[src/rtl/dual_ready_sync.sv]
module dual_ready_sync (
  input  logic clk,
  input  logic rst_n,
  input  logic clk_rise_stb,
  input  logic clk_fall_stb,
  input  logic bus_a_rdy,
  input  logic bus_a_en_n,
  input  logic bus_b_rdy,
  input  logic bus_b_en_n,
  input  logic one_stage,
  output logic ready
);

  logic qual;
  logic stage1;
  logic stage2;
  logic stage2_d;

  assign qual = (bus_a_rdy & ~bus_a_en_n) | (bus_b_rdy & ~bus_b_en_n);

  assign stage2_d = one_stage ? qual : (stage1 & qual);

  always_ff @(posedge clk or negedge rst_n) begin
    if (!rst_n)
      stage1 <= 1'b0;
    else if (clk_rise_stb)
      stage1 <= qual;
  end

  always_ff @(posedge clk or negedge rst_n) begin
    if (!rst_n)
      stage2 <= 1'b0;
    else if (clk_fall_stb)
      stage2 <= stage2_d;
  end

  assign ready = stage2;

endmodule

[config.mk]
export PLATFORM = sky130hd
export DESIGN_NAME = dual_ready_sync
export DESIGN_NICKNAME = d
export VERILOG_FILES = /design/src/rtl/dual_ready_sync.sv
export SDC_FILE = /design/constraint.sdc
export NUM_CORES = 1
export LEC_CHECK = 0
export BUFFER_PORTS_ARGS = -buffer_cell sky130_fd_sc_hd__buf_2
export CORE_AREA = 2 2 39 41
export CTS_CLUSTER_DIAMETER = 200
export CTS_CLUSTER_SIZE = 10
export DETAILED_ROUTE_END_ITERATION = 6
export DIE_AREA = 0 0 41 43
export GPL_ROUTABILITY_DRIVEN = 0
export PLACE_DENSITY_LB_ADDON = 0.25
export SYNTH_ARGS = -nofsm -noshare
export SYNTH_HDL_FRONTEND = slang
export SYNTH_SLANG_ARGS = --single-unit
export TNS_END_PERCENT = 30
[constraint.sdc]
create_clock -name clk -period 2.1 [get_ports clk]
set_input_delay 0.105 -clock clk [delete_from_list [all_inputs] [get_ports clk]]
set_output_delay 0.105 -clock clk [all_outputs]
set_load 0.02 [all_outputs]
-- Word-level counts from Yosys, hierarchy flattened
Cells that the tools add are included.
- input port bits: 9
- bits in registers: 2
- output and inout port bits: 1
- multiplexer cells: 1
- bitwise gates (word level): 6
- operators with widths (operator ; count):
    $and A1 B1 Y1 ; 3
    $not A1 Y1 ; 2
    $mux W1 ; 1
    $or A1 B1 Y1 ; 1

-- Logic depth before layout (Yosys ltp)
- word-level depth: 5
- depth in mapped cells: 3

-- Worst setup path after synthesis
Ideal clock, no wire load.
- path type: reg-to-reg
- start point: reg, netlist name ready
- end point: reg stage2, in the netlist ready
- setup slack: 1.395 ns
- path buffers: 0
- arrival time: 0.623 ns
- stages on the path, launching flop included: 3
- library setup time: 0.082 ns
- path through: dfrtp_1 > inv_1 > o22ai_1
- RTL lines (item ; RTL line ; text):
    end signal: assignment ; 34 ; stage2 <= stage2_d;
    end: declaration ; 16 ; logic stage2;

-- Worst setup path after layout
- start point: reg stage2, in the netlist ready
- end point: out ready
- RTL lines (item ; RTL line ; text):
    end: declaration ; 11 ; output logic ready
No word-level cell between the ends.

==> out/metrics.yaml <==
run_status:
  status: "completed"
finish:
  stdcell_count: 39
  nFillCells: 158
  syn_to_final_growth_pct: 104.0
  drive_gt1_share_pct: 56.52
  postLayoutCellArea_sq_um: 191.4
  diodes: 0
  nets: 34
timing:
  worst_slew_pin_slew_ns: 0.1564
  fin_crit_sh_pct: 40.34
  rsz0062_at_grt: "no"
  layout_setup_ws_ns: 1.253
  max_freq_mhz: 1180
  slew_headroom_pct: 89.57
  finalSetupTns_ns: 0
  slew_violations: 0
  period_minus_slack_ns: 0.8472
  setup_violations: 0
  hold_viol: 0
  fin_skew_ns: 0.002141
global_route:
  grt_max_degree: 3
  grt_use_met2_pct: 4.063
  busiest_layer: "met4"
  grt_pass1_vias: 126
  met3_usage_pct: 4.712
  grt.total_usage_pct: 5.221
  overflow: 0
  antenna_found_initial: 0
  met1_usage_pct: 5.788
  grt_pass1_wl_microns: 496
cts:
  cts_buffer_depth: 2
  clk_pin_slew_worst_paths_ns: 0.03
  cts_resized: 0
  htree_num_levels: 1
  cts_root_buffer: "clkbuf_4"
  insertion_delay_ns: 0.22
  cts_sinks: 2
  cts_tree: "done"
  cts_buffers: 3
  post_cts_buffers: 0
place:
  place_area_sq_um: 158.9
  place_inst: 35
  io_buffers: 9
  place_ws_ns: 1.364
power_and_ir_drop:
  p_leak_uw: 0.0001006
  pwr_density_cell_mw_per_mm2: 792.5
  ir_worst_vdd_mv: 0.08776
worst_setup_path:
  path_cells: "buf_2"
  cp_slowest_stage_delay_ns: 0.36
  arrival_ns: 0.74
  crit_fanout: 2
  path_buf_inv: 1
  cp.required_ns: 2.00
  crit_path_end_kind: "output port"
  critPathKind: "flip-flop to output port"
  crit_family: "flip-flops"
  start_kind: "flip-flop"
  slowest_stage: "dfrtp_1"
synthesis:
  synth_edf_count: 0
  synth_area_leaders: "dfrtp_1 (53%), a22oi_2 (13%), inv_1 (12%)"
  synth.avg_cell_area_sq_um: 9.384
  asyncSetResetFlopFracSynth_pct: 100.0
  yosysWarnings: 0
  synth_ff_type: "dfrtp_1"
  yosysMostFrequentCell: "inv_1"
  yosysTopAreaCell: "dfrtp_1"
  syn_inst: 10
  yosysTopAreaCellShare_pct: 53.33
  ys_seq_area_share_pct: 53.33
  syn_nets: 19
  synthDistinctLibCells: 7
  synthTopCellsByCount: "inv_1 (3), dfrtp_1 (2)"
  syn_area_sq_um: 93.84
  synth-seq-cells: 2
min_path:
  hp-class: "primary input to flip-flop"
detailed_routing:
  drtIter0Drc: 1
  routed_wl_microns: 325
  wl_per_cell_microns: 8.333
  viasPerCell: 2.769
  vias: 108
  dr.pass1.iters: 4
  drc: 0
  postRouteAntennaNets: 0
die:
  fp.dieH_microns: 43
  start_util_pct: 6.781
  die_area_sq_mm: 0.001763
  core_sq_mm: 0.001384
  ios: 10
  rows: 14
  fp.dieW_microns: 41
run:
  drv_cap: 0
[metrics by stage]
step	power [uW]	util (%)	hold slack, ns
floorplan	55.11	-	-0.1906
global placement	65.87	11.48	-0.1102
detailed placement	67.51	11.48	-0.1072
CTS	160.2	13.83	0.06338
global route	167.0	13.83	0.08634
finish	151.7	13.83	0.07269
[final timing paths]
path                                          from                  to  slack (ns)  depth (start not counted)
worst max-delay path             ready$_DFFE_PN0P_               ready        1.25                          1
worst max register to register  stage1$_DFFE_PN0P_   ready$_DFFE_PN0P_        1.37                          2
max in group asynchronous                    rst_n   ready$_DFFE_PN0P_        1.80                          2
worst min-delay path                  clk_rise_stb  stage1$_DFFE_PN0P_        0.07                          2
worst min register to register  stage1$_DFFE_PN0P_  stage1$_DFFE_PN0P_        0.52                          2
min in group asynchronous                    rst_n  stage1$_DFFE_PN0P_        0.20                          2
[cells in the final DEF (no fill, tap or decap), drive strengths merged]
| cell type | n |
|---|---|
| buf | 9 |
| inv | 3 |
| clkbuf | 3 |
| dfrtp | 2 |
| a22oi | 1 |
| o21ai | 1 |
| o22ai | 1 |
| nor2 | 1 |
| a21oi | 1 |
| dlygate4sd3 | 1 |
[kinds of logic (layout without fill, tap and decap cells)]
| group | after synthesis | after routing | synth area share [%] |
|---|---|---|---|
| AOI/OAI and AO/OA | 4 | 4 | 30.66 |
| DFF | 2 | 2 | 53.34 |
| and+or+nand+nor | 1 | 1 | 3.996 |
| buffers and inverters | 3 | 16 | 12.00 |
[cell type report]
cell class / count / area [sq um] / area share (%)
clock buffer: 3 / 22.52 / 11.76
inverter: 3 / 11.26 / 5.882
multi-input combinational: 5 / 32.53 / 16.99
sequential: 2 / 50.05 / 26.14
tap: 16 / 20.02 / 10.46
timing repair buffer: 10 / 55.05 / 28.76
[power by group]
group	internal (uW)	total [uW]	switching (uW)
clock network	62.9	83.6	20.7
registers	43.1	45.0	1.91
logic	12.0	23.1	11.1
total	118	152	33.7
[layer usage]
layer | wire, microns | vias to the layer above
met1 | 159 | 39
met3 | 55 | 0
li1 | - | 59
met2 | 110 | 10
met5 | 0 | -
met4 | 0 | 0
[sequential cells by signal (all words and copies together) (netlist names)]
signal,count
stage1,1
ready,1
[what timing repair did]
action / 4_1_cts / 5_1_grt
endpoints found under the setup margin: 0 / 0
hold buffers: 1 / 0
hold endpoints to repair: 2 / 0
Power figures use the tool's default switching activity.
